<file path="config.mk">
export PLATFORM = sky130hd
export DESIGN_NAME = stack_seq
export DESIGN_NICKNAME = d
export VERILOG_FILES = /design/src/rtl/stack_seq_pkg.sv /design/src/rtl/stk_ptr.sv /design/src/rtl/stk_lvl.sv /design/src/rtl/stk_ctrl.sv /design/src/rtl/stack_seq.sv
export SDC_FILE = /design/constraint.sdc
export NUM_CORES = 1
export LEC_CHECK = 0
export BUFFER_PORTS_ARGS = -buffer_cell sky130_fd_sc_hd__clkbuf_2
export CORE_ASPECT_RATIO = 1.5
export CORE_UTILIZATION = 45
export CTS_BUF_LIST = sky130_fd_sc_hd__clkbuf_4 sky130_fd_sc_hd__clkbuf_8 sky130_fd_sc_hd__clkbuf_16
export DETAILED_ROUTE_END_ITERATION = 6
export GPL_TIMING_DRIVEN = 0
export PLACE_DENSITY_LB_ADDON = 0.08
export SLEW_MARGIN = 20
export SYNTH_ARGS = -nofsm -noshare
export SYNTH_HDL_FRONTEND = slang
export SYNTH_SLANG_ARGS = --single-unit
</file>
<file path="constraint.sdc">
create_clock -name clk -period 2.2 [get_ports clk]
set_input_delay 0.22 -clock clk [delete_from_list [all_inputs] [get_ports clk]]
set_output_delay 0.22 -clock clk [all_outputs]
set_load 0.02 [all_outputs]
</file>
<file path="src/rtl/stack_seq_pkg.sv">
package stack_seq_pkg;

  typedef enum logic [2:0] {
    OP_NONE, OP_PUSH, OP_POP, OP_CALL, OP_IRQ, OP_RET, OP_RETI
  } op_e;

  typedef enum logic [1:0] {S_IDLE, S_ONE, S_TWO} st_e;

  // strobe vector order: {reti, ret, irq, call, pop, push}
  function automatic op_e pick_op(input logic [5:0] stb);
    if (stb[5]) return OP_RETI;
    if (stb[4]) return OP_RET;
    if (stb[3]) return OP_IRQ;
    if (stb[2]) return OP_CALL;
    if (stb[1]) return OP_POP;
    if (stb[0]) return OP_PUSH;
    return OP_NONE;
  endfunction

  function automatic logic op_is_wide(input op_e op);
    return (op == OP_CALL) || (op == OP_IRQ) || (op == OP_RET) || (op == OP_RETI);
  endfunction

  function automatic logic op_is_write(input op_e op);
    return (op == OP_PUSH) || (op == OP_CALL) || (op == OP_IRQ);
  endfunction

endpackage

</file>
<file path="src/rtl/stk_ptr.sv">
module stk_ptr #(
  parameter int AW = 8,
  parameter logic [AW-1:0] RST_VAL = 'h07
) (
  input  logic          clk,
  input  logic          rst_n,
  input  logic          step_en,
  input  logic          step_up,
  output logic [AW-1:0] sp_o
);
  logic [AW-1:0] sp_q;

  always_ff @(posedge clk) begin
    if (!rst_n)       sp_q <= RST_VAL;
    else if (step_en) sp_q <= step_up ? sp_q + AW'(1) : sp_q - AW'(1);
  end

  assign sp_o = sp_q;
endmodule

</file>
<file path="src/rtl/stk_lvl.sv">
module stk_lvl #(
  parameter int NLVL = 2,
  localparam int LW = (NLVL > 1) ? $clog2(NLVL) : 1
) (
  input  logic            clk,
  input  logic            rst_n,
  input  logic            set_en,
  input  logic [LW-1:0]   set_lvl,
  input  logic            clr_en,
  output logic [NLVL-1:0] act_o
);
  logic [NLVL-1:0] clr_mask;

  // one-hot mask of the most urgent level in service
  always_comb begin
    clr_mask = '0;
    for (int i = 0; i < NLVL; i++) begin
      if (act_o[i]) begin
        clr_mask    = '0;
        clr_mask[i] = 1'b1;
      end
    end
  end

  for (genvar g = 0; g < NLVL; g++) begin : g_lvl
    logic bit_q;
    always_ff @(posedge clk) begin
      if (!rst_n)                              bit_q <= 1'b0;
      else if (set_en && set_lvl == LW'(g))    bit_q <= 1'b1;
      else if (clr_en && clr_mask[g])          bit_q <= 1'b0;
    end
    assign act_o[g] = bit_q;
  end

  AST_RETI_DROPS_ONE: assert property (@(posedge clk) disable iff (!rst_n)
    (clr_en && !set_en && (act_o != '0)) |=>
      ($countones(act_o) + 1 == $past($countones(act_o))));

  AST_RETI_EMPTY_STAYS: assert property (@(posedge clk) disable iff (!rst_n)
    (clr_en && !set_en && (act_o == '0)) |=> (act_o == '0));
endmodule

</file>
<file path="src/rtl/stk_ctrl.sv">
module stk_ctrl
  import stack_seq_pkg::*;
#(
  parameter int AW   = 8,
  parameter int DW   = 8,
  parameter int NLVL = 2,
  localparam int PC_W = 2 * DW,
  localparam int LW   = (NLVL > 1) ? $clog2(NLVL) : 1
) (
  input  logic            clk,
  input  logic            rst_n,
  input  logic [5:0]      stb_i,
  input  logic [DW-1:0]   din_i,
  input  logic [PC_W-1:0] call_addr_i,
  input  logic            call_long_i,
  input  logic [LW-1:0]   irq_lvl_i,
  input  logic [AW-1:0]   sp_i,
  input  logic [DW-1:0]   ram_rdata_i,
  output logic            ram_en_o,
  output logic            ram_we_o,
  output logic [AW-1:0]   ram_addr_o,
  output logic [DW-1:0]   ram_wdata_o,
  output logic            step_en_o,
  output logic            step_up_o,
  output logic            lvl_set_o,
  output logic [LW-1:0]   lvl_idx_o,
  output logic            lvl_clr_o,
  output logic            busy_o,
  output logic            done_o,
  output logic [DW-1:0]   dout_o,
  output logic [PC_W-1:0] ret_addr_o
);
  // link address to save: interrupted address as is, else past the call
  function automatic logic [PC_W-1:0] link_addr(input logic [PC_W-1:0] a,
                                                input logic is_irq, input logic lng);
    if (is_irq) return a;
    return a + (lng ? PC_W'(3) : PC_W'(2));
  endfunction

  st_e             st_q;
  op_e             op_q, req_op;
  logic [DW-1:0]   din_q, dout_q;
  logic [PC_W-1:0] link_q;
  logic [LW-1:0]   lvl_q;
  logic            done_q, accept, acc, wr, last_acc;

  assign req_op   = pick_op(stb_i);
  assign accept   = (st_q == S_IDLE) && (req_op != OP_NONE);
  assign acc      = (st_q != S_IDLE);
  assign wr       = acc && op_is_write(op_q);
  assign last_acc = ((st_q == S_ONE) && !op_is_wide(op_q)) || (st_q == S_TWO);

  always_ff @(posedge clk) begin
    if (!rst_n) begin
      st_q   <= S_IDLE;
      op_q   <= OP_NONE;
      din_q  <= '0;
      dout_q <= '0;
      link_q <= '0;
      lvl_q  <= '0;
      done_q <= 1'b0;
    end else begin
      done_q <= last_acc;
      unique case (st_q)
        S_IDLE: if (accept) begin
          st_q  <= S_ONE;
          op_q  <= req_op;
          din_q <= din_i;
          lvl_q <= irq_lvl_i;
          if (op_is_wide(req_op) && op_is_write(req_op))
            link_q <= link_addr(call_addr_i, req_op == OP_IRQ, call_long_i);
        end
        S_ONE: begin
          st_q <= op_is_wide(op_q) ? S_TWO : S_IDLE;
          if (op_q == OP_POP)                             dout_q <= ram_rdata_i;
          else if (op_q == OP_RET || op_q == OP_RETI)     link_q[DW +: DW] <= ram_rdata_i;
        end
        S_TWO: begin
          st_q <= S_IDLE;
          if (op_q == OP_RET || op_q == OP_RETI)          link_q[0 +: DW] <= ram_rdata_i;
        end
        default: st_q <= S_IDLE;
      endcase
    end
  end

  assign ram_en_o    = acc;
  assign ram_we_o    = wr;
  assign ram_addr_o  = wr ? sp_i + AW'(1) : sp_i;
  assign ram_wdata_o = (op_q == OP_PUSH) ? din_q
                     : (st_q == S_ONE)   ? link_q[0 +: DW] : link_q[DW +: DW];
  assign step_en_o   = acc;
  assign step_up_o   = op_is_write(op_q);
  assign lvl_set_o   = (st_q == S_TWO) && (op_q == OP_IRQ);
  assign lvl_clr_o   = (st_q == S_TWO) && (op_q == OP_RETI);
  assign lvl_idx_o   = lvl_q;
  assign busy_o      = acc;
  assign done_o      = done_q;
  assign dout_o      = dout_q;
  assign ret_addr_o  = link_q;

  AST_DONE_ONE_CYCLE: assert property (@(posedge clk) disable iff (!rst_n)
    done_q |=> !done_q);

  AST_BUSY_BOUNDED: assert property (@(posedge clk) disable iff (!rst_n)
    (acc && $past(acc) && $past(st_q) == S_ONE) |=> !acc);
endmodule

</file>
<file path="src/rtl/stack_seq.sv">
module stack_seq
  import stack_seq_pkg::*;
#(
  parameter int AW   = 8,
  parameter int DW   = 8,
  parameter int NLVL = 2,
  parameter logic [AW-1:0] SP_RST = 'h07,
  localparam int PC_W = 2 * DW,
  localparam int LW   = (NLVL > 1) ? $clog2(NLVL) : 1
) (
  input  logic            clk,
  input  logic            rst_n,
  input  logic            push_i,
  input  logic            pop_i,
  input  logic            call_i,
  input  logic            irq_i,
  input  logic            ret_i,
  input  logic            reti_i,
  input  logic [DW-1:0]   din_i,
  input  logic [PC_W-1:0] call_addr_i,
  input  logic            call_long_i,
  input  logic [LW-1:0]   irq_lvl_i,
  output logic [DW-1:0]   dout_o,
  output logic [PC_W-1:0] ret_addr_o,
  output logic            ram_en_o,
  output logic            ram_we_o,
  output logic [AW-1:0]   ram_addr_o,
  output logic [DW-1:0]   ram_wdata_o,
  input  logic [DW-1:0]   ram_rdata_i,
  output logic            busy_o,
  output logic            done_o,
  output logic [AW-1:0]   sp_o,
  output logic [NLVL-1:0] irq_act_o
);
  logic          step_en, step_up, lvl_set, lvl_clr;
  logic [LW-1:0] lvl_idx;
  logic [5:0]    stb;

  assign stb = {reti_i, ret_i, irq_i, call_i, pop_i, push_i};

  stk_ptr #(.AW(AW), .RST_VAL(SP_RST)) u_ptr (
    .clk(clk), .rst_n(rst_n), .step_en(step_en), .step_up(step_up), .sp_o(sp_o));

  stk_ctrl #(.AW(AW), .DW(DW), .NLVL(NLVL)) u_ctrl (
    .clk(clk), .rst_n(rst_n), .stb_i(stb), .din_i(din_i),
    .call_addr_i(call_addr_i), .call_long_i(call_long_i), .irq_lvl_i(irq_lvl_i),
    .sp_i(sp_o), .ram_rdata_i(ram_rdata_i),
    .ram_en_o(ram_en_o), .ram_we_o(ram_we_o), .ram_addr_o(ram_addr_o),
    .ram_wdata_o(ram_wdata_o), .step_en_o(step_en), .step_up_o(step_up),
    .lvl_set_o(lvl_set), .lvl_idx_o(lvl_idx), .lvl_clr_o(lvl_clr),
    .busy_o(busy_o), .done_o(done_o), .dout_o(dout_o), .ret_addr_o(ret_addr_o));

  stk_lvl #(.NLVL(NLVL)) u_lvl (
    .clk(clk), .rst_n(rst_n), .set_en(lvl_set), .set_lvl(lvl_idx),
    .clr_en(lvl_clr), .act_o(irq_act_o));

  AST_PUSH_PREINC: assert property (@(posedge clk) disable iff (!rst_n)
    (ram_en_o && ram_we_o) |=> (sp_o == $past(ram_addr_o)));

  AST_POP_POSTDEC: assert property (@(posedge clk) disable iff (!rst_n)
    (ram_en_o && !ram_we_o) |=> (sp_o == $past(ram_addr_o) - AW'(1)));

  AST_DONE_AFTER_ACCESS: assert property (@(posedge clk) disable iff (!rst_n)
    done_o |-> (!busy_o && $past(busy_o)));

  AST_SP_HOLD_IDLE: assert property (@(posedge clk) disable iff (!rst_n)
    !busy_o |=> $stable(sp_o));
endmodule

</file>
## Word-level counts from Yosys, hierarchy flattened

Cells that the tools add are included.

- Register bits: 49
- Output and inout bits: 54
- Bits of input ports: 42

- Add/subtract/negate cells: 3
- Muxes and demuxes: 61
- Reduce and logical (&&, ||, !) cells: 34
- Bitwise operators: 1
- Eq/ne operators: 18

Operator list:

| kind | count |
|---|---|
| $mux W16 | 4 |
| $mux W8 | 6 |
| $mux W3 | 13 |
| $mux W1 | 32 |
| $pmux W8 S2 | 2 |
| $eq A3 B3 Y1 const B | 6 |
| $add A16 B16 Y16 | 1 |
| $logic_or A1 B1 Y1 | 12 |
| $logic_and A1 B1 Y1 | 10 |
| $reduce_bool A2 Y1 | 5 |
| $eq A3 B2 Y1 const B | 3 |
| $add A8 B1 Y8 const B | 1 |
| $sub A8 B1 Y8 const B | 1 |
| $eq A3 B1 Y1 const B | 2 |
| $mux W2 | 3 |
| $ne A2 B1 Y1 const B | 3 |
| $reduce_and A5 Y1 | 1 |
| $ne A2 B2 Y1 const B | 2 |
| $pmux W2 S2 | 1 |
| $reduce_and A2 Y1 | 2 |
| $reduce_and A4 Y1 | 1 |
| $reduce_bool A3 Y1 | 1 |
| $eq A2 B1 Y1 const B | 1 |
| $eq A2 B2 Y1 const B | 1 |
| 3 further kinds | 3 |

## Longest topological paths before layout

Gate-level depths: netlist of the first run.

- Depth in word-level cells: 35
- Mapped depth: 8
- Depth with buffers taken out: 8

## Cells and area by module

From an unflattened synthesis of the first run, not the netlist that was laid out.

- Cell total of the unflattened synthesis: 356
- Area, all modules: 3,041.7 um2

Modules (own cells, without submodules):

| module | area each (um2) | instances | cells an instance | sequential area each (um2) |
|---|---|---|---|---|
| stk_ctrl | 2,391.0 | 1 | 283 | 780.7 |
| stk_ptr | 551.8 | 1 | 62 | 160.2 |
| stk_lvl | 98.8 | 1 | 11 | 40.0 |

## Least setup slack after synthesis of the first run

Ideal clock, no wire load.

- Path type: reg2out
- From: reg u_ctrl.op_q[0]
- To: out ram_addr_o[6]
- Slack: 0.121 ns
- Arrival time: 1.859 ns
- Stages on the path, launching flop included: 7
- Path through: dfxtp_1 > buf_6 > or3b_1 > buf_6 > a21oi_4 > and4_1 > xor2_1

- Longest elaborated chain between the ends: 5
- Elaborated cells on any way between the ends: 7

RTL lines:

| what | line | source |
|---|---|---|
| start: declaration | stk_ctrl.sv:41 | `op_e op_q, req_op;` |
| start signal: assignment | stk_ctrl.sv:67 | `op_q <= req_op;` |
| $eq A3 B1 Y1 or $eq A3 B2 Y1 (tied branches) | stack_seq_pkg.sv:25 | `return (op == OP_PUSH) \|\| (op == OP_CALL) \|\| (op == OP_IRQ);` |
| $logic_or A1 B1 Y1 | stack_seq_pkg.sv:25 |  |
| $logic_or A1 B1 Y1 * | stack_seq_pkg.sv:25 |  |
| $logic_and A1 B1 Y1 * | stk_ctrl.sv:50 | `assign wr = acc && op_is_write(op_q);` |
| named net ram_we_o | stack_seq.sv:26 | `output logic ram_we_o,` |
| $mux W8 * | stk_ctrl.sv:89 | `assign ram_addr_o = wr ? sp_i + AW'(1) : sp_i;` |
| end: declaration | stack_seq.sv:27 | `output logic [AW-1:0] ram_addr_o,` |

Mark *: on every way through the listed nets, which the timed path passes. The rest lies on a longest branch.

## Final worst setup path of the first run

- From: reg u_ctrl.op_q[2]
- To: out ram_addr_o[6]

- Longest elaborated chain between the ends: 5
- Elaborated cells on any way between the ends: 7

RTL lines:

| what | line |
|---|---|
| $eq A3 B1 Y1 or $eq A3 B2 Y1 (tied branches) | stack_seq_pkg.sv:25 |
| $logic_or A1 B1 Y1 | stack_seq_pkg.sv:25 |
| $logic_or A1 B1 Y1 * | stack_seq_pkg.sv:25 |
| $logic_and A1 B1 Y1 * | stk_ctrl.sv:50 |
| $mux W8 * | stk_ctrl.sv:89 |

Mark *: on every way between the ends. The rest lies on a longest branch, timed or not.

==> results.txt, run 1 <==
* Clock buffers created by TritonCTS: 5
- The finished cells cover 0.00367 mm2.
- The tightest min-delay check is of the in -> reg type.
- Total power after layout: 2.33 mW
* Most used flip-flop cell after synthesis: sky130_fd_sc_hd__dfxtp_1
- The floorplan step set the die width to 67.7 um.
* Run status: finished, final reports clean
- The synthesized design contains 0 enable-type register cells.
- Pins Over Slew Limit: 0
- Total negative slack: 0 ns
- Setup repair after global routing left no endpoint under its margin.
* Maximum clock rate: 476 MHz
- Global routing finished with a remaining overflow of 0.
- Among cell families on the critical path, the largest total delay comes from simple AND/OR/NAND/NOR gates.
* Footprint of the multi-input gates: 0.00175 mm2
* Post-synthesis instance total: 352
* Data required time of the worst path: 1.98 ns
- Path type of the worst setup path: reg -> out
* Worst path buffer plus inverter count: 2
* Post-Syn Nets: 398
- In this run the power density over the cells is 635 mW/mm2.
- Hold Crit Depth: 3
* Global-route total usage across every layer: 24.4%
- After detailed routing, the average wire length per cell comes to 15.1 um.
- Leaving out fill and tap cells, the most frequent cells in the layout are sky130_fd_sc_hd__clkbuf_2, sky130_fd_sc_hd__dfxtp_1, sky130_fd_sc_hd__nor2_1.
- DRC violation total after the first TritonRoute iteration: 144
- Netlist area before placement: 0.00292 mm2
* Via count of the first global-routing pass: 2543
- Share of Yosys cell area claimed by the top area cell type: 33.6%
- Clock Skew: 0.00558 ns
- The critical path starts at u_ctrl.op_q[2].
* Crit-path max cell delay: 0.39 ns
* Core Footprint: 0.00622 mm2
- In this run the vertical extent of the chip is 101 um.
- The area growth from synthesis to layout is 25.9%.
* Final-report setup violation count: 0
- Averaged over all synthesized cells, the footprint is 8.28 um2.
* Biggest area contributors in the synthesized netlist: sky130_fd_sc_hd__dfxtp_1, sky130_fd_sc_hd__mux2i_1, sky130_fd_sc_hd__xnor2_1
- Including well taps, the total number of placed cells is 520.
* Period utilization: 95.4%
- For this run, global-route usage on met2 was measured as 45.1%.
* Number of hold-repair buffers added at the cts stage: 0
* HPWL after detailed placement: 6220 um
* Worst endpoint data arrival time: 1.88 ns
- Once detail routing completed, the nets flagged for antenna violations numbered 0.
- Logic depth of the worst setup path including buffers: 6
- The first TritonRoute pass finished after 4 iterations.
* Synth warnings: 0
* Clk Latency, worst-skew pair: 0.30 ns
* Least-Margin Pin Slew: 0.762 ns
- The number of antenna violations at the first check in global routing was 0.
* Count of distinct cell types in the synthesized netlist: 53
- Setup slack on the critical path of the routed design comes to 0.100 ns.
- After detailed placement, the total cell area comes to 0.00348 mm2.
- In this run the critical register-to-register path is launched from u_ctrl.st_q[1].
* Sink count of the clock tree: 49
- Max-cap violations in this run came to 0.
* Cell leakage power: 1.64 nW
* Share of synthesized area occupied by flip-flops and latches: 33.6%
- In this run the tightest slew margin relative to its limit is 49.0%.
- During placement, the flow inserted port buffers numbering 94.
- The congestion estimate from routability-driven global placement came to 0.867.
* Pre-CTS setup slack: 0.127 ns
- The final layout contains routed wiring with a total length of 8020 um.
- Fraction of met3 tracks used by global routing: 3.17%
* Fill cells: 610
* Critical path fanouts, max: 5
- The detailed router placed 2893 vias in this run.
- For this run, global-route usage on met1 was measured as 27.5%.
- For the finished layout, the period the worst path requires is 2.10 ns.
* RR Endpoint: u_ctrl.ret_addr_o[13]
- The setup check on the worst reg-to-reg path leaves a slack of 0.14 ns.
- In this run the deepest clock path goes through 2 buffers.
* Die Area: 0.00681 mm2
- The hold violation total from the final report came to 0.
* Layout Cells excl Fill: 532
- The signal on the critical path passes through buf_6, or3b_4, a21oi_4, and4_4, xor2_1, buf_4.
* Critical Path Source Type: register
* Clock tree from TritonCTS: built
- Master cell of the clock root buffer: sky130_fd_sc_hd__clkbuf_8
* Area taken by flip-flops and latches: 988 um2
- Largest net degree at the start of global routing: 16
- During I/O placement, the number of pins put on the boundary was 96.
* Via density per instance: 5.44
- Clock transition at path regs: 0.09 ns
- Number of nets at the end of the flow: 503
- Inserted Diodes: 0
- Worst setup EP type: output port
* First-pass GRT wire length: 12500 um
- The H-tree generated during clock tree synthesis spans 2 levels.
* Cell type with the largest total area after synthesis: sky130_fd_sc_hd__dfxtp_1
- In this run, synthesis produced a sequential element count of 49.
* Row count: 35
* Worst supply voltage drop on vdd: 261 uV
- Counting flops with an async set or reset pin after synthesis yields a share of 0%.
- The post-route netlist has 30.8% of its cells at a drive strength greater than 1.
- The largest individual stage delay along the critical path comes from the cell sky130_fd_sc_hd__or3b_4.
* Remaining design rule violation count: 0
- Cells on worst reg2reg path: 6
* Initial cell density of the core: 46.9%
- Most common library cell in the layout ignoring fill and taps: sky130_fd_sc_hd__clkbuf_2
- The critical path ends at ram_addr_o[6].
- The layer flagged by global routing as most heavily used is met2.
[cell usage after synthesis (3+ instances only)]
library cell / count
sky130_fd_sc_hd__o221ai_1: 3
sky130_fd_sc_hd__mux2i_1: 31
sky130_fd_sc_hd__nand3_1: 8
sky130_fd_sc_hd__buf_6: 4
sky130_fd_sc_hd__a211o_1: 3
sky130_fd_sc_hd__ha_1: 4
sky130_fd_sc_hd__o211ai_1: 3
sky130_fd_sc_hd__o21ai_0: 23
sky130_fd_sc_hd__and2_1: 3
sky130_fd_sc_hd__clkbuf_1: 11
sky130_fd_sc_hd__xnor2_1: 20
sky130_fd_sc_hd__nor3_1: 6
sky130_fd_sc_hd__nor2_1: 38
sky130_fd_sc_hd__inv_1: 14
sky130_fd_sc_hd__nor2b_1: 4
sky130_fd_sc_hd__a21oi_1: 16
sky130_fd_sc_hd__buf_2: 5
sky130_fd_sc_hd__nor4b_1: 3
sky130_fd_sc_hd__buf_4: 4
sky130_fd_sc_hd__nand2b_1: 8
sky130_fd_sc_hd__o22ai_1: 4
sky130_fd_sc_hd__and3_1: 5
sky130_fd_sc_hd__nand2_1: 33
sky130_fd_sc_hd__xor2_1: 8
sky130_fd_sc_hd__nor3b_1: 3
sky130_fd_sc_hd__dfxtp_1: 49
sky130_fd_sc_hd__nand4_1: 8
[worst register-to-register path: cells and delay by family, from the launching register on]
family / cells / cell delay (ns)
AO/OA/AOI/OAI: 1 / 0.14
AND/OR/NAND/NOR: 3 / 0.88
flip-flops: 1 / 0.39
buffers and inverters: 1 / 0.22
multiplexers: 1 / 0.35
[per-stage QoR]
| stage | utilization [%] | hold slack [ns] |
|---|---|---|
| floorplan | - | 0.359 |
| global placement | 55.9 | 0.455 |
| detailed placement | 55.9 | 0.460 |
| CTS | 58.6 | 0.145 |
| global route | 59.0 | 0.160 |
| finish | 59.0 | 0.145 |
[registers in the layout (all words and copies together), names as in the netlist]
register and cells:
u_ctrl.ret_addr_o 16, u_ctrl.din_q 8, u_ctrl.dout_o 8, u_ptr.sp_o 8, u_ctrl.op_q 3, u_ctrl.st_q 2
u_lvl.g_lvl.bit_q 2, u_ctrl.done_o 1, u_ctrl.lvl_idx_o 1
[power by group]
group          internal [mW]  leakage [nW]  switching (mW)
Sequential             0.945         0.402          0.0558
Clock                  0.370        0.0574           0.313
Combinational          0.269          1.18           0.376
[logic make-up (layout without fill, tap and decap cells)]
logic type | Yosys count | in the layout | share of synthesized area (%)
AND/OR/NAND/NOR | 135 | 135 | 24.2
AO/OA/AOI/OAI | 65 | 65 | 14.2
flip-flops | 49 | 49 | 33.6
buffers and inverters | 39 | 145 | 6.78
multiplexers | 32 | 32 | 11.0
XOR/XNOR | 28 | 28 | 8.41
adder cells (fa/ha/maj) | 4 | 4 | 1.72
[layout make-up]
class	count	area share, %
buffer	20	3.20
clock buffer	6	2.25
clock inverter	2	1.02
inverter	14	1.43
multi-input combinational	264	47.8
sequential	49	26.9
tap	74	2.52
timing repair buffer	103	14.9
[per-layer routing]
layer | vias up | part of all wire [%]
li1 | 1440 | -
met5 | - | 0
met3 | 13 | 3.7
met2 | 90 | 54
met1 | 1350 | 40
met4 | 0 | 1.7
[repair_timing]
item                       CTS  global route
pin swaps                    3             2
setup endpoints to repair   14            11
gates resized for setup      9            12
buffers inserted             6             3
[how the worst min path moves through the flow]
stage / startpoint / endpoint / slack (ns)
detailed placement: irq_lvl_i / u_ctrl.lvl_idx_o / 0.46
CTS: irq_lvl_i / u_ctrl.lvl_idx_o / 0.15
floorplan: irq_lvl_i / u_ctrl.lvl_idx_o / 0.36
global placement: irq_lvl_i / u_ctrl.lvl_idx_o / 0.46
finish: irq_lvl_i / u_ctrl.lvl_idx_o / 0.15
global route: irq_lvl_i / u_ctrl.lvl_idx_o / 0.16
Note: power is estimated with default switching activity, not from simulation.
==> run 2, diff against run 1 <==
--- a/config.mk
+++ b/config.mk
@@ -15,4 +15,5 @@
 export SLEW_MARGIN = 20
 export SYNTH_ARGS = -nofsm -noshare
 export SYNTH_HDL_FRONTEND = slang
+export SYNTH_HIERARCHICAL = 1
 export SYNTH_SLANG_ARGS = --single-unit
==> results.txt, run 2 <==
- Run status: finished, final reports clean (unchanged).
- Post-Syn Nets: 408 (was 398)
* Share of synthesized area occupied by flip-flops and latches: 32.3% (was 33.6%)
* Maximum clock rate: 456 MHz (was 476 MHz)
* Detailed Routing Iterations Pass 1: 4 (unchanged)
- The summed negative setup slack over all endpoints was 0 ns (unchanged).
* Floorplan die width: 69.1 um (was 67.7 um)
* Area delta synth->final: 28.5% (was 25.9%)
- The total wire length came to 8440 um (was 8020 um).
- Number of hold-repair buffers added at the cts stage: 0 (unchanged)
- Dominant cell by count in the synthesized netlist: sky130_fd_sc_hd__dfxtp_1 (unchanged)
* Final routed wire length divided by cell count: 15.5 um (was 15.1 um)
- The startpoint kind of the worst setup timing path was a register (unchanged).
- GRT Residual Overflow: 0 (unchanged)
- WL met2: 4740 um (was 4370 um)
- Worst min-delay path class: in -> reg (unchanged)
- Hold Path Origin: irq_lvl_i (unchanged)
- Least-Margin Pin Slew: 0.728 ns (was 0.762 ns)
- Power per cell area: 762 mW/mm2 (was 635 mW/mm2)
* Metal3 WL: 236 um (was 295 um)
* Number of placed I/O pins: 96 (unchanged)
- The final standard cell utilization of the core is 59.8% (was 59.0%).
- The switching power of the nets came to 1.09 mW (was 745 uW).
* Via density per instance: 5.46 (was 5.44)
- Core Footprint: 0.00653 mm2 (was 0.00622 mm2)
* Number of buffers between clock root and the deepest sink: 2 (unchanged)
* Fraction of registers with async set/reset: 0% (unchanged)
- RSZ-0062 raised after global routing: true (was false).
* Die Area: 0.00710 mm2 (was 0.00681 mm2)
- The total clock buffers created by CTS came to 5 (unchanged).
- The proportion of netlist area held by the largest area contributor came to 32.3% (was 33.6%).
- The routed length on met1 was 3170 um (was 3220 um).
- Synthesis-stage register bit count: 49 (unchanged)
* Initial antenna violation count: 0 (unchanged)
- Post-DP Area: 0.00365 mm2 (was 0.00348 mm2)
- The area of all placed cells without fillers is 0.00391 mm2 (was 0.00367 mm2).
- The mean post-synth cell area is 8.54 um2 (was 8.28 um2).
- Worst endpoint data arrival time: 1.97 ns (was 1.88 ns)
* Time the final worst path needs with I/O delays and setup: 2.19 ns (was 2.10 ns)
- Most numerous cell types in the synthesized netlist: sky130_fd_sc_hd__dfxtp_1, sky130_fd_sc_hd__nand2_1, sky130_fd_sc_hd__nor2_1 (was sky130_fd_sc_hd__dfxtp_1, sky130_fd_sc_hd__nor2_1, sky130_fd_sc_hd__nand2_1)
- The count of final setup violators is 0 (unchanged).
- Clock tree from TritonCTS: built (unchanged)
- The die height was 103 um (was 101 um).
- The total power of the final layout was 2.98 mW (was 2.33 mW).
* Sw Share: 36.5% (was 32.0%)
- The total count of max-transition violations in the final report was 0 (unchanged).
- The top routing layer in use is met4 (unchanged).
- Netlist area before placement: 0.00304 mm2 (was 0.00292 mm2)
- The number of synthesis warnings was 6 (was 0).
* DRC violation total after the first TritonRoute iteration: 65 (was 144)
* Clk Latency, worst-skew pair: 0.31 ns (was 0.30 ns)
* Count of distinct cell types in the synthesized netlist: 57 (was 53)
- The wire length of the first global-routing pass was 13200 um (was 12500 um).
- Master cell of the clock root buffer: sky130_fd_sc_hd__clkbuf_8 (unchanged)
- Biggest area contributors in the synthesized netlist: sky130_fd_sc_hd__dfxtp_1, sky130_fd_sc_hd__mux2i_1, sky130_fd_sc_hd__xor2_1 (was sky130_fd_sc_hd__dfxtp_1, sky130_fd_sc_hd__mux2i_1, sky130_fd_sc_hd__xnor2_1).
- Start point of the critical path: u_ctrl/op_q[1] (was u_ctrl.op_q[2])
- Top library cells by usage in the layout, fill and taps aside: sky130_fd_sc_hd__clkbuf_2, sky130_fd_sc_hd__dfxtp_1, sky130_fd_sc_hd__nand2_1 (was sky130_fd_sc_hd__clkbuf_2, sky130_fd_sc_hd__dfxtp_1, sky130_fd_sc_hd__nor2_1).
* EDFF count, synth: 0 (unchanged)
* HPWL after detailed placement: 6660 um (was 6220 um)
- The largest area contributor in the netlist is sky130_fd_sc_hd__dfxtp_1 (unchanged).
- The required time reported for the critical path endpoint is 1.98 ns (about the same).
- Clock Power Share: 23.4% (was 29.3%)
- Path type of the worst setup path: reg -> out (unchanged)
* Largest net degree at the start of global routing: 15 (was 16)
* Remaining max-slew budget at the tightest pin: 51.1% (was 49.0%)
- The routability-driven placement congestion ratio was 0.826 (was 0.867).
- The flip-flop count of the largest register, all copies and words added is 16 (unchanged).
* Pre-CTS setup slack: -0.195 ns (was 0.127 ns)
- Port-buffer cells: 95 (was 94)
- DRT antenna net count: 0 (unchanged)
- The number of vias after detailed routing is 2969 (was 2893).
* Row count: 36 (was 35)
- Global-route total usage across every layer: 23.7% (was 24.4%)
* Worst setup EP type: output port (unchanged)
* Inserted Diodes: 0 (unchanged)
- The depth of the CTS H-tree is 2 (unchanged).
* Clock Skew: 0.00293 ns (was 0.00558 ns)
- Final Hold Viols: 0 (unchanged)
- Share of post-route cells with drive strength above 1: 34.4% (was 30.8%)
- Clock transition at path regs: 0.09 ns (about the same)
- The worst setup slack after layout came to 0.00528 ns (was 0.100 ns).
* Critical path fanouts, max: 5 (unchanged)
- Number of maximum-capacitance constraint violations: 0 (unchanged)
- The count of clock tree sinks came to 49 (unchanged).
- The number of standard cells after synthesis came to 356 (was 352).
* Via count of the first global-routing pass: 2741 (was 2543)
- The worst vdd rail ir drop is 387 uV (was 261 uV).
- Part of the total power dissipated in sequential elements: 36.8% (was 43.0%)
* Cell leakage power: 1.76 nW (was 1.64 nW)
- The logic gate share of total power was 39.8% (was 27.7%).
- Remaining design rule violation count: 0 (unchanged)
- The origin of the critical flop-to-flop path was u_ctrl/op_q[1] (was u_ctrl.st_q[1]).
* Most common library cell in the layout ignoring fill and taps: sky130_fd_sc_hd__clkbuf_2 (unchanged)
* Most used flip-flop cell after synthesis: sky130_fd_sc_hd__dfxtp_1 (unchanged)
- The number of nets in the layout was 519 (was 503).
* Internal Power: 1.89 mW (was 1.58 mW)
* Period utilization: 99.8% (was 95.4%)
- The starting density of the core came to 46.6% (was 46.9%).
==> run 2: cell types whose count changed in the layout (fill, tap and decap cells not counted), sizes merged, moves of 4 or more <==
| cell | before | now |
|---|---|---|
| a31oi | 0 | 4 |
| and3 | 5 | 12 |
| ha | 4 | 9 |
| nand2 | 33 | 38 |
| nand3 | 8 | 12 |
| nor2 | 39 | 35 |
| o21ai | 23 | 19 |
| o22ai | 4 | 10 |
| xnor2 | 20 | 9 |
| xor2 | 8 | 16 |
==> run 2: power by group through the flow <==
stage / registers (mW) / logic (mW) / clock network, mW
after floorplan: 1.16 / 0.710 / 0
after global placement: 1.11 / 1.07 / 0
after CTS: 1.09 / 1.15 / 0.710
final: 1.10 / 1.19 / 0.696
after detailed placement: 1.11 / 1.09 / 0
after global routing: 1.11 / 1.29 / 0.741
==> run 2: final cells by class <==
class	count	area, um2
clock buffer	7	90.1
timing repair buffer	106	566
fill	631	2620
inverter	12	52.6
sequential	49	992
multi-input combinational	274	1970
tap	76	95.1
buffer	19	109
clock inverter	1	30.0
==> run 2: path summary, 6_finish.rpt <==
kind,to,slack [ns],depth (start not counted)
setup / recovery,ram_addr_o[5],0.005,6
hold / removal,u_ctrl/lvl_idx_o,0.15,3
hold reg to reg,u_lvl/g_lvl[0].bit_q,0.46,2
setup reg to reg,u_ptr/sp_o[7],0.02,9
==> run 2: worst max-delay path: stages, from the launching register on <==
cell                      delay [ns]
sky130_fd_sc_hd__dfxtp_4        0.37
sky130_fd_sc_hd__or3b_4         0.43
sky130_fd_sc_hd__a21oi_4        0.18
sky130_fd_sc_hd__and4_4         0.28
sky130_fd_sc_hd__nand3_2        0.08
sky130_fd_sc_hd__xnor2_1        0.16
sky130_fd_sc_hd__buf_4          0.16
==> run 2: cell families (layout without fill, tap and decap cells) <==
logic type                 Yosys count  in the layout  synth area share (%)
DFF                                 49             49                  32.3
AOI/OAI and AO/OA                   67             67                  14.4
buffers and inverters               33            145                  5.76
and+or+nand+nor                    139            139                  25.1
adders and majority gates           10             10                  4.36
xor gates and xnor gates            25             25                  7.20
muxes                               33             33                  10.9
==> run 2: layer usage <==
| metal | vias to the layer above | global-route usage (%) |
|---|---|---|
| met5 | - | 0 |
| met4 | 0 | 12.4 |
| met3 | 19 | 3.32 |
| met2 | 79 | 47.6 |
| met1 | 1390 | 23.3 |
| li1 | 1481 | - |
==> run 2: per-stage QoR <==
step	hold slack, ns	std cells
3_3_place_gp	0.441	527
3_5_place_dp	0.448	527
5_1_grt	0.147	544
4_1_cts	0.139	540
2_1_floorplan	0.359	356
6_report	0.149	544
==> run 2: what timing repair did <==
item                       in CTS  in global routing
gates resized for setup        14                 14
pin swaps                      10                  4
setup buffers                   6                  5
setup endpoints to repair      17                 22
==> run 3, diff against run 2 <==
==> constraint.sdc (replaced) <==
create_clock -name clk -period 2.5 [get_ports clk]
set_input_delay 0.25 -clock clk [delete_from_list [all_inputs] [get_ports clk]]
set_output_delay 0.25 -clock clk [all_outputs]
set_load 0.02 [all_outputs]
==> results.txt, run 3 (synthesis gave the netlist of run 2 again) <==
- Run status: finished, final reports clean (unchanged)
* First-pass GRT wire length: 13200 um (about the same)
* Via count of the first global-routing pass: 2807 (was 2741)
* Largest net degree at the start of global routing: 15 (unchanged)
* Clock tree from TritonCTS: built (unchanged)
* Least-Margin Pin Slew: 0.734 ns (was 0.728 ns)
- Critical path fanouts, max: 9 (was 5)
- GPL Wtd Cong: 0.808 (was 0.826)
- Most common cell on crit path: sky130_fd_sc_hd__o21a_1
- The area of the core was 0.00653 mm2 (unchanged).
* Crit-path max cell delay: 0.41 ns (was 0.43 ns)
- The number of iterations in the first detailed-routing pass was 4 (unchanged).
- Area delta synth->final: 24.9% (was 28.5%)
* Master of the slowest instance on the critical path: sky130_fd_sc_hd__or3b_4 (unchanged)
* Final routed wire length divided by cell count: 15.6 um (was 15.5 um)
- After layout, the minimum clock period comes to 2.41 ns.
- DRC violation total after the first TritonRoute iteration: 101 (was 65)
* Share of post-route cells with drive strength above 1: 31.4% (was 34.4%)
* Die Area: 0.00710 mm2 (unchanged)
* Cell breakdown of the critical path: buf_6, or3b_4, nand2_1, inv_2, ha_4, a21o_1, a31o_1, o21a_1, o21a_1, mux2i_1 (was or3b_4, a21oi_4, and4_4, nand3_2, xnor2_1, buf_4)
- The worst slew margin relative to its limit was 50.7% (was 51.1%).
- The latest clock arrival within the worst-skew pair is 0.31 ns (about the same).
- The number of port buffers came to 95 (unchanged).
* Minimum setup slack in the final design: 0.0882 ns (was 0.00528 ns)
* Floorplan die width: 69.1 um (unchanged)
- Worst path buffer plus inverter count: 2 (was 1)
* Row count: 36 (unchanged)
- The antenna diode count came to 0 (unchanged).
- The depth of the CTS H-tree was 2 (unchanged).
- The top cell family by delay on the critical path is compound AO/OA/AOI/OAI gates (was simple AND/OR/NAND/NOR gates).
* Initial cell density of the core: 46.6% (unchanged)
* Die boundary height: 103 um (unchanged)
* Worst setup EP type: register (was output port)
- The arrival time at the worst endpoint came to 2.62 ns (was 1.97 ns).
- The total clock buffers created by CTS is 5 (unchanged).
* Number of buffers between clock root and the deepest sink: 2 (unchanged)
- Via density per instance: 5.41 (was 5.46)
- The remaining routing DRC violations came to 0 (unchanged).
- Worst min-delay path class: in -> reg (unchanged)
* Top library cells by usage in the layout, fill and taps aside: sky130_fd_sc_hd__clkbuf_2, sky130_fd_sc_hd__dfxtp_1, sky130_fd_sc_hd__nand2_1 (unchanged)
- The max capacitance violation total is 0 (unchanged).
* Hold slack: 0.176 ns (was 0.149 ns)
- GRT Residual Overflow: 0 (unchanged)
- Power per cell area: 676 mW/mm2 (was 762 mW/mm2)
- Layout Cells excl Fill: 538 (was 544)
* HPWL after detailed placement: 6570 um (was 6660 um)
- The flip-flop count of the largest register, all copies and words added was 16 (unchanged).
* Number of placed instances with taps included: 527 (unchanged)
- The number of vias after detailed routing was 2913 (was 2969).
- Number of placed I/O pins: 96 (unchanged)
- Critical Path Source Type: register (unchanged)
* Final Hold Viols: 0 (unchanged)
- Master cell of the clock root buffer: sky130_fd_sc_hd__clkbuf_8 (unchanged)
- The worst vdd rail ir drop was 309 uV (was 387 uV).
* Most common library cell in the layout ignoring fill and taps: sky130_fd_sc_hd__clkbuf_2 (unchanged)
- The required time reported for the critical path endpoint is 2.71 ns (was 1.98 ns).
- Period utilization: 96.5%
- Global-route total usage across every layer: 23.6% (was 23.7%)
* Cell leakage power: 1.72 nW (was 1.76 nW)
* Clock Skew: 0.00206 ns (was 0.00293 ns)
- The number of nets with antenna violations after routing is 0 (unchanged).
- Total negative slack: 0 ns (unchanged)
- The count of final setup violators was 0 (unchanged).
- The worst setup slack before clock tree synthesis was -0.0372 ns (was -0.195 ns).
- Total power after layout: 2.57 mW (was 2.98 mW)
- RSZ-0062 raised after global routing: true (unchanged)
- Sink count of the clock tree: 49 (unchanged)
- Static timing analysis puts the maximum clock frequency at 415 MHz.
- Aggregate routed wire length: 8370 um (was 8440 um)
* Clock transition at path regs: 0.09 ns (about the same)
- The kind of critical path is reg -> reg (was reg -> out).
- The number of nets in the layout was 513 (was 519).
- The total count of max-transition violations in the final report came to 0 (unchanged).
* Number of hold-repair buffers added at the cts stage: 0 (unchanged)
* Initial antenna violation count: 0 (unchanged)
==> run 3: final timing paths <==
kind,from,to,slack [ns],depth (start not counted)
worst min-delay path,din_i[1],u_ctrl/din_q[1],0.18,3
worst max register to register,u_ctrl/op_q[2],u_ptr/sp_o[7],0.09,10
worst min register to register,u_lvl/g_lvl[0].bit_q,u_lvl/g_lvl[0].bit_q,0.45,2
worst max-delay path,u_ctrl/op_q[2],u_ptr/sp_o[7],0.09,10
==> run 3: repair_timing <==
action | CTS | global route
pin swaps | 0 | 1
resized for setup | 3 | 6
buffers inserted | 0 | 3
endpoints found under the setup margin | 2 | 13
==> run 3: tightest hold or removal path, stage by stage <==
cell	delay, ns
sky130_fd_sc_hd__clkbuf_2	0.08
sky130_fd_sc_hd__mux2i_1	0.05
sky130_fd_sc_hd__nor2_1	0.07
==> run 3: report_power, final <==
group / internal (mW) / leakage (nW) / switching, mW
registers: 0.855 / 0.401 / 0.102
clock network: 0.337 / 0.0619 / 0.276
logic: 0.427 / 1.25 / 0.569
==> run 3: metal layers <==
metal	GRT usage [%]	part of all wire, %
met2	48.4	57
met5	0	0
met3	4.01	3.5
met4	10.4	2.8
met1	22.8	37
==> run 3: area by class of cell <==
type,count,area (um2)
Clock inverter,1,30.0
Clock buffer,7,90.1
Multi-Input combinational cell,274,1930
Inverter,12,45.0
Buffer,21,130
Tap cell,76,95.1
Fill cell,649,2730
Sequential cell,49,981
Timing Repair Buffer,98,498
==> run 3: stage by stage <==
stage          cell area (um2)  util (%)
2_1_floorplan             3040         -
3_3_place_gp              3610      55.3
3_5_place_dp              3610      55.3
4_1_cts                   3750      57.4
5_1_grt                   3800      58.2
6_report                  3800      58.2
